## config.mk

```make
export PLATFORM = sky130hd
export DESIGN_NAME = pwr_dom_seq
export DESIGN_NICKNAME = d
export VERILOG_FILES = /design/src/rtl/pwr_dom_seq.sv
export SDC_FILE = /design/constraint.sdc
export NUM_CORES = 1
export LEC_CHECK = 0
export BUFFER_PORTS_ARGS = -buffer_cell sky130_fd_sc_hd__buf_2
export CAP_MARGIN = 20
export CORE_UTILIZATION = 25
export CTS_BUF_LIST = sky130_fd_sc_hd__clkbuf_2
export CTS_CLUSTER_DIAMETER = 50
export CTS_CLUSTER_SIZE = 20
export DETAILED_ROUTE_END_ITERATION = 6
export PLACE_DENSITY = 0.43
export SETUP_SLACK_MARGIN = 0.2
export SYNTH_ARGS = -nofsm -noshare
export SYNTH_HDL_FRONTEND = slang
export SYNTH_SLANG_ARGS = --single-unit
```

## constraint.sdc

```tcl
create_clock -name clk -period 3.52 [get_ports clk]
set_input_delay 0.176 -clock clk [delete_from_list [all_inputs] [get_ports clk]]
set_output_delay 0.176 -clock clk [all_outputs]
set_load 0.05 [all_outputs]
```

## src/rtl/pwr_dom_seq.sv

```systemverilog
module pwr_dom_seq #(
  parameter int DOM_W = 3,
  parameter int OFF_W = 16
) (
  input  logic             clk,
  input  logic             rst_n,
  input  logic             big_endian,
  input  logic             req_valid,
  input  logic             req_on,
  input  logic [DOM_W-1:0] req_dom,
  output logic             busy,
  output logic             done,
  output logic             err,
  output logic             acc_req,
  output logic             acc_we,
  output logic [7:0]       acc_win,
  output logic [7:0]       acc_dev,
  output logic [OFF_W-1:0] acc_off,
  output logic [31:0]      acc_wdata,
  input  logic             acc_ack,
  input  logic [31:0]      acc_rdata,
  input  logic             acc_err
);
  localparam int B_GATE = 8;
  localparam int B_DN   = 9;
  localparam int B_UP   = 10;
  localparam int B_MEM  = 11;
  localparam int B_RST  = 12;
  localparam int B_OFFS = 25;
  localparam int B_ONS  = 26;
  localparam logic [OFF_W-1:0] CAP_OFF  = OFF_W'(4);
  localparam logic [OFF_W-1:0] ZONE_OFF = OFF_W'(64);
  localparam logic [31:0] ON_SET = (32'd1 << B_GATE) | (32'd1 << B_UP) |
                                   (32'd1 << B_MEM) | (32'd1 << B_RST);

  typedef enum logic [1:0] {S_IDLE, S_CAP, S_RD, S_WR} st_t;
  st_t st;

  logic        on_q, whole_q, done_q, err_q;
  logic [7:0]  win_q, dev_q, zone_q, nz_q;
  logic [31:0] word_q;

  function automatic logic [31:0] swap32(input logic [31:0] v);
    return {v[7:0], v[15:8], v[23:16], v[31:24]};
  endfunction

  logic       known, l_whole;
  logic [7:0] l_win, l_dev;
  always_comb begin
    known = 1'b1; l_whole = 1'b0; l_win = 8'h20; l_dev = 8'd0;
    case (req_dom)
      DOM_W'(1): l_dev = 8'd14;
      DOM_W'(2): l_dev = 8'd15;
      DOM_W'(3): begin l_dev = 8'd2; l_win = 8'h00; end
      DOM_W'(4): begin l_dev = 8'd17; l_whole = 1'b1; end
      default:   known = 1'b0;
    endcase
  end

  wire [31:0] rd    = big_endian ? swap32(acc_rdata) : acc_rdata;
  wire [8:0]  znext = {1'b0, zone_q} + 9'd1;
  wire        zlast = znext >= {1'b0, nz_q};
  wire        take  = acc_req && acc_ack;

  assign busy      = st != S_IDLE;
  assign done      = done_q;
  assign err       = err_q;
  assign acc_req   = st != S_IDLE;
  assign acc_we    = st == S_WR;
  assign acc_win   = win_q;
  assign acc_dev   = dev_q;
  assign acc_off   = (st == S_CAP) ? CAP_OFF : ZONE_OFF + (OFF_W'(zone_q) << 4);
  assign acc_wdata = big_endian ? swap32(word_q) : word_q;

  always_ff @(posedge clk or negedge rst_n) begin
    if (!rst_n) begin
      st <= S_IDLE; on_q <= 1'b0; whole_q <= 1'b0; done_q <= 1'b0; err_q <= 1'b0;
      win_q <= '0; dev_q <= '0; zone_q <= '0; nz_q <= '0; word_q <= '0;
    end else begin
      done_q <= 1'b0;
      err_q  <= 1'b0;
      case (st)
        S_IDLE: if (req_valid) begin
          if (!known) begin
            done_q <= 1'b1; err_q <= 1'b1;
          end else begin
            on_q <= req_on; whole_q <= l_whole;
            win_q <= l_win; dev_q <= l_dev;
            zone_q <= '0; nz_q <= 8'd1;
            st <= (req_on && l_whole) ? S_CAP : S_RD;
          end
        end
        S_CAP: if (take) begin
          if (acc_err) begin
            st <= S_IDLE; done_q <= 1'b1; err_q <= 1'b1;
          end else if (rd[7:0] == 8'd0) begin
            st <= S_IDLE; done_q <= 1'b1;
          end else begin
            nz_q <= rd[7:0]; st <= S_RD;
          end
        end
        S_RD: if (take) begin
          if (acc_err) begin
            st <= S_IDLE; done_q <= 1'b1; err_q <= 1'b1;
          end else if (on_q) begin
            if (rd[B_ONS]) begin
              if (zlast) begin st <= S_IDLE; done_q <= 1'b1; end
              else zone_q <= znext[7:0];
            end else begin
              word_q <= (rd & ~(32'd1 << B_DN)) | ON_SET;
              st <= S_WR;
            end
          end else if (whole_q) begin
            if (rd[B_OFFS]) begin st <= S_IDLE; done_q <= 1'b1; end
            else begin word_q <= 32'd1 << B_DN; st <= S_WR; end
          end else begin
            word_q <= (rd | (32'd1 << B_DN)) & ~(32'd1 << B_UP);
            st <= S_WR;
          end
        end
        S_WR: if (take) begin
          if (acc_err) begin
            st <= S_IDLE; done_q <= 1'b1; err_q <= 1'b1;
          end else if (zlast) begin
            st <= S_IDLE; done_q <= 1'b1;
          end else begin
            zone_q <= znext[7:0]; st <= S_RD;
          end
        end
        default: st <= S_IDLE;
      endcase
    end
  end

  p_reset_idle_r1: assert property (@(posedge clk) !rst_n |=> !busy && !done);
  p_hold_r2: assert property (@(posedge clk) disable iff (!rst_n)
    acc_req && !acc_ack |=> acc_req && $stable(acc_off) && $stable(acc_dev) && $stable(acc_we));
  p_on_bits_r3: assert property (@(posedge clk) disable iff (!rst_n)
    acc_we && on_q |-> word_q[B_UP] && !word_q[B_DN] && word_q[B_RST]);
  p_off_bits_r4: assert property (@(posedge clk) disable iff (!rst_n)
    acc_we && !on_q |-> word_q[B_DN] && !word_q[B_UP]);
  p_unknown_r8: assert property (@(posedge clk) disable iff (!rst_n)
    req_valid && !busy && !known |=> done && err && !acc_req);
  p_err_with_done_r9: assert property (@(posedge clk) disable iff (!rst_n) err |-> done);
  p_abort_r9: assert property (@(posedge clk) disable iff (!rst_n)
    take && acc_err |=> !acc_req && done);
  p_idle_quiet_r10: assert property (@(posedge clk) disable iff (!rst_n) !busy |-> !acc_req);
  p_done_pulse_r11: assert property (@(posedge clk) disable iff (!rst_n) done |=> !done);
endmodule

```

* Yosys cells after proc, flatten, opt, wreduce, memory -nomap -nowiden
Cells that the tools add are included.
Operators by class: add/subtract/negate cells 2, $lt $le $gt $ge 1, equality and inequality tests 21, multiplexer cells 62, bitwise gates (word level) 1, reduce and logical (&&, ||, !) cells 14
Operator list (count):
- $mux 32 | 6
- $mux 8 | 14
- $mux 2 | 16
- $pmux 8 s3 | 1
- $ne 2x2->1 const B | 11
- $pmux 5 s4 | 1
- $mux 1 | 18
- $pmux 8 s2 | 1
- $add 7x12->13 const A | 1
- $mux 13 | 1
- $reduce_and 6->1 | 2
- $add 8x1->9 const B | 1
- $ge 9x8->1 | 1
- $reduce_and 9->1 | 1
- $logic_not 8->1 | 1
- $pmux 2 s4 | 1
- $eq 3x2->1 const B | 2
- $mux 6 | 1
- $ne 5x5->1 const B | 1
- $reduce_and 5->1 | 1
- $eq 2x2->1 const B | 2
- $pmux 1 s4 | 1
- $reduce_bool 2->1 | 2
- $reduce_or 4->1 | 1
- 12 further kinds | 13
Storage, ports and cells: register bits after elaboration 70, output and inout port bits 69, logic and storage cells 111

* Depth between registers and ports, before layout
Gate-level depths: netlist of the first run.
word-level depth 8, depth in mapped cells 10, mapped depth without buffers 9

* Worst setup path before layout of the first run
Ideal clock, no wire load.
path kind register -> output, start point register st[0], end point output port acc_off[12], arrival 2753 ps, data required time 3344 ps, setup slack 591 ps, stages on the path, launching flop included 5, buffers on the path 1, cell sequence dfrtp_1 -> nand2_1 -> inv_1 -> clkbuf_1 -> nor4_1
Between the ends: word-level cells in the longest chain between the ends 2
RTL lines:
- start, declared | line 37 | st_t st;
- start signal, assigned | line 90 | st <= (req_on && l_whole) ? S_CAP : S_RD;
- $eq 2x1->1 | line 72 | assign acc_off = (st == S_CAP) ? CAP_OFF : ZONE_OFF + (OFF_W'(zone_q) << 4);
- $mux 13 | line 72
- end, declared | line 18 | output logic [OFF_W-1:0] acc_off,
Every way passes these cells.

* Worst setup path in the final report of the first run
start point register zone_q[2], end point register zone_q[0]
Between the ends: word-level cells in the longest chain between the ends 8
RTL lines:
- start, declared | line 40 | logic [7:0] win_q, dev_q, zone_q, nz_q;
- start signal, assigned | line 108 | else zone_q <= znext[7:0];
- $add 8x1->9 (*) | line 61 | wire [8:0] znext = {1'b0, zone_q} + 9'd1;
- $ge 9x8->1 (*) | line 62 | wire zlast = znext >= {1'b0, nz_q};
- $mux 8 (*)
- $mux 8 (4 in a row)
- $pmux 8 s3 (*)
Mark *: on every way between the ends. The rest lies on a longest branch, timed or not. The select of a mux whose other input is x is not followed. A chain may end at the register's enable or synchronous reset.

==> PnR_summary.wiki, run 1 <==
{| class="wikitable"
! Metric !! Value
|-
| Type of destination of the critical path || flip-flop
|-
| Grt met1 use || 16.86%
|-
| Count of cells along the worst register-to-register path || 9
|-
| Average size of a mapped cell || 9.709 µm²
|-
| Worst path slowest cell || sky130_fd_sc_hd__dfrtp_1
|-
| Vias in the first global route || 3276
|-
| Post-Route Setup TNS || 0 ns
|-
| Fraction of the mapped netlist area in compound gates || 13.74%
|-
| Combined global-route utilization of all metal layers || 13.11%
|-
| Post_cts resized || 0
|-
| Maximum number of pins on one net before global-route repair || 49
|-
| Clock Tree Buf Depth || 2
|-
| Total wire length after detailed routing || 10.24 mm
|-
| Proportion of layout cells with a drive suffix above 1 || 32.34%
|-
| Max-slew violation total from the final report || 0
|-
| Avg WL per Cell || 13.70 µm
|-
| Static Leak || 2.412 nW
|-
| WP data required || 3.95 ns
|-
| Cell total after placement || 691
|-
| Commonest cells post-synth || sky130_fd_sc_hd__dfrtp_1 (59), sky130_fd_sc_hd__nand2_1 (58), sky130_fd_sc_hd__mux2_2 (38), sky130_fd_sc_hd__mux2i_1 (32), sky130_fd_sc_hd__o31ai_1 (25)
|-
| Final worst-path cycle share || 80.73%
|-
| Number of endpoints with negative hold slack in the final report || 0
|-
| Classification of the worst-slack hold path || in2reg
|-
| Clock sink total || 59
|-
| Worst-path clk slew || 0.20 ns
|-
| Syn-to-layout area delta || 27.92%
|-
| Setup crit start kind || flip-flop
|-
| Post-synthesis cell type with the largest combined area || sky130_fd_sc_hd__dfrtp_1
|-
| Critical path buffers and inverters || 0
|-
| Multiplexer share of the synthesized area || 22.68%
|-
| Area used by multi-input combinational logic || 2225 µm²
|-
| Die W || 127.9 µm
|-
| Met3 Usage GRT || 2.129%
|-
| Setup repair after global routing missed its margin || false
|-
| Max H-tree Level || 3
|-
| Standard cell core area || 15310 µm²
|-
| Final setup violation count || 0
|-
| Fill cell total of the finished layout || 1634
|-
| Pwr dens || 854.2 nW/µm²
|-
| Highest ir drop seen on vdd || 0.3587 mV
|-
| Fin crit period || 2.842 ns
|-
| Share of synthesized cell area in full adder, half adder and majority cells || 3.159%
|-
| Total gr overflow || 0
|-
| Cells after synthesis || 408
|-
| Residual DRC count || 0
|-
| Worst setup startpoint || zone_q[2]
|-
| Number of primary I/O pins || 111
|-
| Cells along the critical path || ha_1 -> nand4_1 -> xnor2_1 -> ha_1 -> a21o_1 -> a21o_1 -> a211o_1 -> a21oi_4 -> mux2_4
|-
| Prevailing post-synth register cell || sky130_fd_sc_hd__dfrtp_1
|-
| Fraction of synthesized cell area taken by the top area cell type || 37.27%
|-
| Maximum fanout along the worst path || 7
|-
| Standard-cell rows || 45
|-
| Post-synthesis share of cell area spent on xor and xnor gates || 2.211%
|-
| Register-to-Register Setup Slack || 0.68 ns
|-
| Max-cap viol count || 0
|-
| Post-Synth Simple-Gate Area || 12.79%
|-
| Launch instance of the worst register-to-register path || zone_q[2]
|-
| Number of nets at the end of the flow || 582
|-
| Highest achievable clock rate || 351.9 MHz
|-
| Die Area || 16350 µm²
|-
| Die height || 127.9 µm
|-
| Post-synthesis sequential element count || 59
|-
| Number of buffers inserted during clock tree synthesis || 9
|-
| # port buffers || 94
|-
| Most used routing layer || met2
|-
| Share of the yosys chip area belonging to registers || 37.27%
|-
| Starting density of the core || 25.87%
|-
| Critical path depth in cells || 9
|-
| Number of enable flip-flop cells after synthesis || 0
|-
| Final clock skew || 0.02830 ns
|-
| Met2 usage in global routing || 21.39%
|-
| Slew headroom || 50.67%
|-
| Half-perimeter wire length of the detailed placement result || 7.407 mm
|-
| Worst-margin pin slew || 0.7400 ns
|-
| Antenna violations before repair || 1
|-
| Distinct cells, synth || 52
|-
| Routability cong. || 0.7893
|-
| Cells taking the most area after synthesis || sky130_fd_sc_hd__dfrtp_1 (37%), sky130_fd_sc_hd__mux2_2 (11%), sky130_fd_sc_hd__mux2i_1 (8.1%)
|-
| Clock insertion delay at the later pin of the skew report || 0.53 ns
|-
| Antenna violation net count after detailed routing || 0
|-
| Post-CTS Setup Repair Bufs || 0
|-
| Clock Root Buffer || sky130_fd_sc_hd__clkbuf_2
|-
| Arr. time, crit path || 3.27 ns
|-
| Crit path to || zone_q[0]
|-
| Pre-antenna DRT Iters || 4
|-
| Starting DRT DRC Count || 193
|-
| Register area || 1476 µm²
|-
| Hold path startpoint || acc_rdata[0]
|-
| Post-Syn Area || 3961 µm²
|-
| Routed vias/inst || 4.416
|-
| Most common cell in the netlist || sky130_fd_sc_hd__dfrtp_1
|-
| Vias || 3299
|-
| Clock tree from TritonCTS || done
|-
| CP max stage delay || 0.49 ns
|-
| Dominant combinational cell family by area after synthesis || multiplexers
|-
| First-pass GRT wire length || 16.61 mm
|-
| Crit Path Category || reg2reg
|-
| Async set or reset register ratio after synthesis || 100.0%
|-
| Worst reg2reg endpoint || zone_q[0]
|-
| Final std cells w/o fill || 747
|-
| Run status || finished clean
|-
| Ys Warns || 0
|-
| Category of cells accounting for the largest share of critical-path delay || compound AO/OA/AOI/OAI gates
|}
==> sequential cells by signal, indices dropped and copies added, names as in the netlist <==
signal	cells
acc_dev	4
whole_q	1
nz_q	8
word_q	32
done	1
zone_q	8
err	1
st	2
on_q	1
acc_win	1
==> worst min-delay path by stage <==
stage                  to  cells after the start
3_3_place_gp   word_q[17]                      1
6_report        word_q[0]                      3
3_5_place_dp   word_q[17]                      1
4_1_cts         word_q[3]                      3
5_1_grt         word_q[3]                      3
2_1_floorplan  acc_dev[0]                      0
==> metal layers <==
| layer | wire length [µm] | share of wire [%] |
|---|---|---|
| met1 | 4799 | 47 |
| met2 | 4982 | 49 |
| met3 | 281 | 2.7 |
| met4 | 174 | 1.7 |
| met5 | 0 | 0 |
==> cell families after synthesis <==
group / Yosys count
AOI/OAI and AO/OA: 76
xor gates and xnor gates: 10
adders and majority gates: 10
buffers and inverters: 62
DFF: 59
muxes: 80
other: 1
and+or+nand+nor: 110
==> placed cells by master, fill, tap and decap left out, drive strengths merged, types with 9 or more instances in the layout <==
cell type,instances
buf,99
dfrtp,59
nand2,58
mux2,48
dlygate4sd3,39
mux2i,32
o31ai,25
nor2,24
inv,20
a21oi,18
conb,16
o21ai,13
ha,10
clkbuf,9
==> report_power, final <==
group / switching (mW) / internal [mW]
sequential: 0.289 / 0.951
clock: 0.279 / 0.161
combinational: 1.79 / 0.856
total: 2.36 / 1.97
==> worst reg2reg max path, stage by stage (launching register included) <==
cell,delay (ns)
sky130_fd_sc_hd__dfrtp_1,0.49
sky130_fd_sc_hd__ha_1,0.28
sky130_fd_sc_hd__nand4_1,0.14
sky130_fd_sc_hd__xnor2_1,0.22
sky130_fd_sc_hd__ha_1,0.28
sky130_fd_sc_hd__a21o_1,0.16
sky130_fd_sc_hd__a21o_1,0.16
sky130_fd_sc_hd__a211o_1,0.34
sky130_fd_sc_hd__a21oi_4,0.36
sky130_fd_sc_hd__mux2_4,0.33
==> layout make-up <==
| class | count | area share, % |
|---|---|---|
| antenna | 1 | 0.04938 |
| clock buffer | 9 | 0.8889 |
| clock inverter | 7 | 1.358 |
| inverter | 20 | 1.481 |
| multi-input combinational | 302 | 43.90 |
| sequential | 59 | 29.14 |
| tap | 211 | 5.210 |
| timing repair buffer | 138 | 17.98 |
==> metrics by stage <==
step,hold WS [ns],total power [mW],util (%),setup slack [ns],cell area (µm²)
floorplan,-0.1196,3.338,-,0.5913,4018
global placement,0.2962,3.864,29.78,0.7172,4561
CTS,0.002346,4.385,33.07,0.6108,5065
detailed placement,0.2924,3.880,29.78,0.6853,4561
global route,0.02167,4.654,33.09,0.3710,5067
finish,0.05437,4.329,33.09,0.6781,5067
==> what timing repair did <==
action                                  CTS  global route
endpoints found under the setup margin    0             0
endpoints found under the hold margin    55             0
hold buffers                             39             0
Power figures use the tool's default switching activity.
==> inputs of run 2 (changes only) <==
ABC_AREA = 1   (was unset)
PLACE_DENSITY = 0.45   (was 0.43)
clock period = 2.6 ns   (was 3.52 ns; I/O delays follow)
==> run 2 against run 1 <==
Cell count up 18%; non-clock buffer count up 6; first-iteration DRC count down 24%; clock skew up 0.0082 ns; routed wire length up 10%; synthesized cell count up 32%; setup slack worse by 0.32 ns; critical path type unchanged; critical endpoint is now zone_q[5]; largest cell class unchanged.
==> PnR_summary.wiki, run 2 <==
{| class="wikitable"
! Metric !! Value
|-
| Die height || 127.9 µm (unchanged)
|-
| Syn-to-layout area delta || 29.44%
|-
| Total gr overflow || 0 (unchanged)
|-
| Register area || 1478 µm² (about the same)
|-
| Pre-antenna DRT Iters || 4 (unchanged)
|-
| Total wire length after detailed routing || 11.28 mm (+10%)
|-
| Run status || finished clean
|-
| Die Area || 16350 µm² (unchanged)
|-
| Post-Route Setup TNS || 0 ns (unchanged)
|-
| Clock sink total || 59 (unchanged)
|-
| Critical path buffers and inverters || 2 (+2)
|-
| Fraction of synthesized cell area taken by the top area cell type || 37.27% (unchanged)
|-
| Number of endpoints with negative hold slack in the final report || 0 (unchanged)
|-
| Crit Path Category || reg2reg
|-
| End-of-flow core utilization || 33.48% (+0.39 points)
|-
| Register with the most flip-flops || word_q
|-
| Maximum number of pins on one net before global-route repair || 34 (-31%)
|-
| Number of nets at the end of the flow || 718 (+23%)
|-
| Routability cong. || 0.8284 (+5.0%)
|-
| Critical path's most frequent cell || sky130_fd_sc_hd__nand2_1
|-
| Max-cap viol count || 0 (unchanged)
|-
| Number of primary I/O pins || 111 (unchanged)
|-
| Static Leak || 2.526 nW (+4.7%)
|-
| Avg WL per Cell || 12.77 µm (-6.8%)
|-
| Category of cells accounting for the largest share of critical-path delay || simple AND/OR/NAND/NOR gates
|-
| Residual DRC count || 0 (unchanged)
|-
| Prevailing post-synth register cell || sky130_fd_sc_hd__dfrtp_1
|-
| WP data required || 3.00 ns (-0.95 ns)
|-
| Largest regs || word_q: 32 flops, nz_q: 8 flops, zone_q: 8 flops
|-
| Fin crit period || 2.241 ns (-0.6007 ns)
|-
| Cells taking the most area after synthesis || sky130_fd_sc_hd__dfrtp_1 (37%), sky130_fd_sc_hd__nand2_1 (11%), sky130_fd_sc_hd__o21ai_0 (8.3%)
|-
| Most common cell in the netlist || sky130_fd_sc_hd__nand2_1
|-
| Final worst-path cycle share || 86.20% (+5.5 points)
|-
| Final setup violation count || 0 (unchanged)
|-
| Max H-tree Level || 3 (unchanged)
|-
| Antenna violation net count after detailed routing || 0 (unchanged)
|-
| Area used by multi-input combinational logic || 2019 µm² (-9.2%)
|-
| Combined global-route utilization of all metal layers || 14.13% (+1.0 points)
|-
| Starting DRT DRC Count || 146 (-24%)
|-
| Standard cell core area || 15310 µm² (unchanged)
|-
| Cell area after placement || 4538 µm² (-0.49%)
|-
| Post-Syn Area || 3961 µm² (unchanged)
|-
| Async set or reset register ratio after synthesis || 100.0% (unchanged)
|-
| Share of the yosys chip area belonging to registers || 37.27% (unchanged)
|-
| Number of enable flip-flop cells after synthesis || 0 (unchanged)
|-
| Clock Tree Buf Depth || 2 (unchanged)
|-
| First-pass GRT wire length || 18.15 mm (+9.3%)
|-
| Fill cell total of the finished layout || 1696 (+3.8%)
|-
| Setup crit start kind || flip-flop
|-
| Die W || 127.9 µm (unchanged)
|-
| Number of buffers inserted during clock tree synthesis || 9 (unchanged)
|-
| Highest achievable clock rate || 446.2 MHz (+27%)
|-
| Standard-cell rows || 45 (unchanged)
|-
| Worst setup margin || 0.3588 ns (-0.3193 ns)
|-
| Vias || 3830 (+16%)
|-
| Worst-path clk slew || 0.20 ns (about the same)
|-
| Average size of a mapped cell || 7.349 µm² (-24%)
|-
| Cells after synthesis || 539 (+32%)
|-
| Slew headroom || 49.09% (-1.6 points)
|-
| Type of destination of the critical path || flip-flop
|-
| Distinct cells, synth || 38 (-27%)
|-
| Routed vias/inst || 4.337 (-1.8%)
|-
| Commonest cells post-synth || sky130_fd_sc_hd__nand2_1 (121), sky130_fd_sc_hd__inv_1 (82), sky130_fd_sc_hd__o21ai_0 (66), sky130_fd_sc_hd__dfrtp_1 (59), sky130_fd_sc_hd__nor2_1 (28)
|-
| Post-synthesis cell type with the largest combined area || sky130_fd_sc_hd__dfrtp_1
|-
| Max-slew violation total from the final report || 0 (unchanged)
|-
| Worst path slowest cell || sky130_fd_sc_hd__dfrtp_1
|-
| Final clock skew || 0.03653 ns (+0.008226 ns)
|-
| Launch instance of the worst register-to-register path || zone_q[1]
|-
| Starting density of the core || 25.87% (unchanged)
|-
| Clock tree from TritonCTS || done
|-
| CP max stage delay || 0.44 ns (-0.05 ns)
|-
| Number of flip-flops in the largest register || 32 (unchanged)
|-
| Most used cells in the layout excluding fill and tap cells || sky130_fd_sc_hd__nand2_1 (115), sky130_fd_sc_hd__buf_2 (94), sky130_fd_sc_hd__inv_1 (82)
|-
| Worst setup startpoint || zone_q[1]
|-
| # port buffers || 94 (unchanged)
|-
| Pwr Total || 5.818 mW (+34%)
|-
| Clock Root Buffer || sky130_fd_sc_hd__clkbuf_2
|-
| Vias in the first global route || 3760 (+15%)
|-
| Antenna violations before repair || 1 (unchanged)
|-
| Worst-margin pin slew || 0.7636 ns (+0.02366 ns)
|-
| Post-synthesis sequential element count || 59 (unchanged)
|-
| Setup slack at placement || 0.08389 ns (-0.6014 ns)
|-
| Maximum fanout along the worst path || 8 (+1)
|-
| Proportion of layout cells with a drive suffix above 1 || 25.34% (-7.0 points)
|-
| Pwr dens || 1135 nW/µm² (+33%)
|-
| Half-perimeter wire length of the detailed placement result || 8.095 mm (+9.3%)
|-
| Highest ir drop seen on vdd || 0.4517 mV (+26%)
|-
| Cells along the critical path || ha_2 -> nand2_2 -> xor2_1 -> inv_1 -> ha_1 -> nand2_1 -> inv_1 -> nand2_1 -> nand3_1 -> nand2_1 -> nand2_1 -> nand2_2 -> nand2_4 -> nand2_4 -> nand2_4 -> nand2_1 -> o21ai_0
|-
| Clock insertion delay at the later pin of the skew report || 0.50 ns (-0.03 ns)
|-
| Setup repair after global routing missed its margin || false
|-
| Final cell area excluding filler cells || 5127 µm² (+1.2%)
|-
| Ys Warns || 0 (unchanged)
|-
| Arr. time, crit path || 2.64 ns (-0.63 ns)
|-
| Classification of the worst-slack hold path || in2reg
|-
| Leading cell type in the layout, fill and taps excluded || sky130_fd_sc_hd__nand2_1
|-
| Hold path startpoint || acc_rdata[30]
|}
run 2: what timing repair did:
| action | in CTS | in global routing |
|---|---|---|
| hold buffers | 37 | 0 |
| gates cloned | 0 | 1 |
| endpoints found under the hold margin | 63 | 0 |
| pin swaps | 0 | 6 |
| setup buffers | 2 | 3 |
| gates resized for setup | 2 | 20 |
| endpoints found under the setup margin | 8 | 11 |
run 2: area by class of cell:
cell class | instances | area share (%)
multi-input combinational | 364 | 39.39
sequential | 59 | 28.82
timing repair buffer | 144 | 18.55
inverter | 88 | 6.442
tap | 211 | 5.149
clock buffer | 10 | 0.9761
clock inverter | 6 | 0.6345
antenna | 1 | 0.04880
run 2: final timing paths:
check                             end  slack, ns  depth (start not counted)
min in group asynchronous     whole_q       0.22                          2
max in group asynchronous     nz_q[6]       1.74                          3
hold / removal              word_q[6]       0.04                          5
hold reg to reg            acc_dev[4]       0.52                          2
setup reg to reg            zone_q[5]       0.36                         17
setup / recovery            zone_q[5]       0.36                         17
run 2: logic make-up after synthesis:
family / Yosys count / share of synthesized area (%)
buffers and inverters: 132 / 15.57
other: 1 / 0.09467
DFF: 59 / 37.27
adders and majority gates: 10 / 3.159
xor gates and xnor gates: 6 / 1.327
AOI/OAI and AO/OA: 142 / 21.51
and+or+nand+nor: 189 / 21.07
run 2: worst register-to-register path, cell delays in order (launching register included):
cell and delay (ns):
sky130_fd_sc_hd__dfrtp_1 0.44, sky130_fd_sc_hd__ha_2 0.22, sky130_fd_sc_hd__nand2_2 0.08, sky130_fd_sc_hd__xor2_1 0.15
sky130_fd_sc_hd__inv_1 0.07, sky130_fd_sc_hd__ha_1 0.28, sky130_fd_sc_hd__nand2_1 0.07, sky130_fd_sc_hd__inv_1 0.05
sky130_fd_sc_hd__nand2_1 0.05, sky130_fd_sc_hd__nand3_1 0.07, sky130_fd_sc_hd__nand2_1 0.06, sky130_fd_sc_hd__nand2_1 0.06
sky130_fd_sc_hd__nand2_2 0.11, sky130_fd_sc_hd__nand2_4 0.07, sky130_fd_sc_hd__nand2_4 0.13, sky130_fd_sc_hd__nand2_4 0.10
sky130_fd_sc_hd__nand2_1 0.08, sky130_fd_sc_hd__o21ai_0 0.07
run 2: layer usage:
layer	share of wire [%]	GRT usage (%)
met2	48	23.24
met4	1.9	6.298
met1	47	18.26
met3	3.4	2.254
met5	0	0
run 2: metrics by stage:
step / hold WS [ns] / instances
floorplan: -0.1656 / 554
global placement: 0.2388 / 823
detailed placement: 0.2510 / 823
CTS: 0.0004500 / 878
global route: 0.01547 / 883
finish: 0.03664 / 883
run 2: power by group:
part	switching (mW)	total [mW]	internal, mW
clock network	0.374	0.494	0.120
registers	0.248	1.56	1.31
logic	2.75	3.76	1.02
total	3.37	5.82	2.45
==> inputs of run 3 (changes only) <==
CORE_ASPECT_RATIO = 0.5   (was unset)
==> run 3 against run 2 <==
Sequential cell count is the same; sequential share of layout area grew 0.21 points; critical path depth is the same; maximum frequency grew 0.20%; critical path type unchanged; critical endpoint is now zone_q[4].
==> PnR_summary.wiki, run 3 (synthesized netlist as in run 2, its figures left out) <==
{| class="wikitable"
! Metric !! Value
|-
| Run status || finished clean
|-
| Residual DRC count || 0 (unchanged)
|-
| Register-to-Register Setup Slack || 0.36 ns (about the same)
|-
| Number of endpoints with negative hold slack in the final report || 0 (unchanged)
|-
| Number of flip-flops in the largest register || 32 (unchanged)
|-
| Highest ir drop seen on vdd || 0.5198 mV (+15%)
|-
| Crit path to || zone_q[4]
|-
| Half-perimeter wire length of the detailed placement result || 7.883 mm (-2.6%)
|-
| Clock sink total || 59 (unchanged)
|-
| Most used cells in the layout excluding fill and tap cells || sky130_fd_sc_hd__nand2_1 (118), sky130_fd_sc_hd__buf_2 (94), sky130_fd_sc_hd__inv_1 (82)
|-
| Worst setup margin || 0.3633 ns (+0.004499 ns)
|-
| Type of destination of the critical path || flip-flop
|-
| Worst setup startpoint || zone_q[2]
|-
| Number of nets at the end of the flow || 717 (-0.14%)
|-
| Area used by multi-input combinational logic || 2011 µm² (-0.43%)
|-
| Setup crit start kind || flip-flop
|-
| Clock Tree Buf Depth || 2 (unchanged)
|-
| Count of cells along the worst register-to-register path || 17 (unchanged)
|-
| Clock tree from TritonCTS || done
|-
| Fin crit period || 2.237 ns (-0.004499 ns)
|-
| Launch instance of the worst register-to-register path || zone_q[2]
|-
| Maximum number of pins on one net before global-route repair || 47 (+38%)
|-
| Max-slew violation total from the final report || 0 (unchanged)
|-
| Crit Path Category || reg2reg
|-
| WP data required || 3.02 ns (+0.02 ns)
|-
| Highest achievable clock rate || 447.1 MHz (+0.20%)
|-
| Proportion of layout cells with a drive suffix above 1 || 25.11% (-0.22 points)
|-
| Combined global-route utilization of all metal layers || 13.93% (-0.21 points)
|-
| # port buffers || 94 (unchanged)
|-
| Final cell area excluding filler cells || 5091 µm² (-0.71%)
|-
| Syn-to-layout area delta || 28.52%
|-
| Worst-path clk slew || 0.17 ns (-0.03 ns)
|-
| Fill cell total of the finished layout || 1666 (-1.8%)
|-
| First-pass GRT wire length || 18.09 mm (-0.34%)
|-
| Antenna violations before repair || 0 (-1)
|-
| Die W || 180.0 µm (+41%)
|-
| Slew headroom || 38.85% (-10 points)
|-
| Die Area || 16380 µm² (+0.19%)
|-
| Pre-antenna DRT Iters || 4 (unchanged)
|-
| Post-Route Setup TNS || 0 ns (unchanged)
|-
| Register with the most flip-flops || word_q
|-
| Routability cong. || 0.8094 (-2.3%)
|-
| Max-cap viol count || 0 (unchanged)
|-
| Antenna violation net count after detailed routing || 0 (unchanged)
|-
| Hold slack || 0.03797 ns (+0.001337 ns)
|-
| Final worst-path cycle share || 86.03% (-0.17 points)
|-
| Classification of the worst-slack hold path || in2reg
|-
| Total wire length after detailed routing || 11.16 mm (-1.0%)
|-
| Die height || 91.01 µm (-29%)
|-
| Maximum fanout along the worst path || 8 (unchanged)
|-
| Number of buffers inserted during clock tree synthesis || 9 (unchanged)
|-
| Starting density of the core || 25.63% (-0.23 points)
|-
| Number of primary I/O pins || 111 (unchanged)
|-
| Largest regs || word_q: 32 flops, nz_q: 8 flops, zone_q: 8 flops
|-
| Vias || 3836 (+0.16%)
|-
| Setup repair after global routing missed its margin || false
|-
| Routed vias/inst || 4.394 (+1.3%)
|-
| Clock Root Buffer || sky130_fd_sc_hd__clkbuf_2
|-
| Avg WL per Cell || 12.79 µm (about the same)
|-
| Leading cell type in the layout, fill and taps excluded || sky130_fd_sc_hd__nand2_1
|-
| Worst-margin pin slew || 0.9162 ns (+0.1525 ns)
|-
| Arr. time, crit path || 2.65 ns (about the same)
|-
| Final setup violation count || 0 (unchanged)
|-
| Standard cell core area || 15450 µm² (+0.91%)
|-
| Final clock skew || 0.01751 ns (-0.01902 ns)
|-
| Static Leak || 2.536 nW (+0.41%)
|-
| Pwr dens || 1127 nW/µm² (-0.67%)
|-
| Standard-cell rows || 32 (-29%)
|-
| Number of diodes || 0 (-1)
|-
| Total gr overflow || 0 (unchanged)
|-
| Worst reg2reg endpoint || zone_q[4]
|-
| Max H-tree Level || 3 (unchanged)
|-
| Clock insertion delay at the later pin of the skew report || 0.51 ns (about the same)
|-
| Hold path startpoint || acc_rdata[27]
|-
| Setup slack at placement || 0.05543 ns (-0.02846 ns)
|-
| Register area || 1478 µm² (unchanged)
|-
| Vias in the first global route || 3642 (-3.1%)
|-
| Cell area after placement || 4522 µm² (-0.36%)
|-
| Starting DRT DRC Count || 146 (unchanged)
|}
[run 3: power by group]
| part | switching (mW) | internal [mW] |
|---|---|---|
| logic | 2.69 | 0.998 |
| clock network | 0.357 | 0.121 |
| registers | 0.260 | 1.31 |
| total | 3.31 | 2.43 |
[run 3: critical path, stage by stage (launching register included)]
cell and delay, ns:
sky130_fd_sc_hd__dfrtp_2 0.46, sky130_fd_sc_hd__inv_1 0.11, sky130_fd_sc_hd__nor3_4 0.21, sky130_fd_sc_hd__xor2_1 0.16, sky130_fd_sc_hd__inv_1 0.07, sky130_fd_sc_hd__ha_1 0.27, sky130_fd_sc_hd__nand2_1 0.06, sky130_fd_sc_hd__inv_1 0.04
sky130_fd_sc_hd__nand2_1 0.06, sky130_fd_sc_hd__nand3_1 0.07, sky130_fd_sc_hd__nand2_1 0.06, sky130_fd_sc_hd__nand2_1 0.06, sky130_fd_sc_hd__nand2_2 0.10, sky130_fd_sc_hd__nand2_4 0.07, sky130_fd_sc_hd__nand2_4 0.10, sky130_fd_sc_hd__nand2_4 0.08
sky130_fd_sc_hd__nand2_1 0.08, sky130_fd_sc_hd__o21ai_0 0.08
[run 3: per-stage QoR]
step / cells / total power [mW] / utilization (%)
final: 873 / 5.738 / 32.94
after global routing: 873 / 6.242 / 32.94
after CTS: 867 / 5.596 / 32.21
after detailed placement: 815 / 5.022 / 29.26
after global placement: 815 / 5.001 / 29.26
after floorplan: 554 / 4.347 / -
[run 3: repair_timing]
item                                   CTS  global route
hold buffers                            37             0
gates resized for setup                  4            17
endpoints found under the hold margin   65             0
setup endpoints to repair               10            11
cloned                                   0             1
setup buffers                            0             5
pin swaps                                0             3
[run 3: layout make-up]
cell class / count / share of cell area (%)
well taps: 204 / 5.014
flip-flops and latches: 59 / 29.02
clock buffers: 11 / 1.081
multi-input cells: 364 / 39.49
clock inverters: 4 / 0.3686
repair buffers: 143 / 18.53
inverters: 88 / 6.488
[run 3: metal layers]
metal	share of wire (%)	routed length (µm)	vias to the layer above	GRT usage [%]
li1	-	-	1965	-
met1	49	5520	1789	18.12
met2	46	5104	71	23.05
met3	3.7	415	11	3.410
met4	1.1	122	0	3.775
met5	0	0	-	0
[run 3: worst min-delay path by stage]
stage                            end  slack (ns)  cells after the start
after floorplan           acc_dev[0]       -0.17                      0
after global placement    word_q[23]        0.26                      1
after detailed placement  word_q[23]        0.26                      1
after CTS                 word_q[27]      0.0005                      5
after global routing      word_q[27]        0.01                      5
final                     word_q[27]        0.04                      5
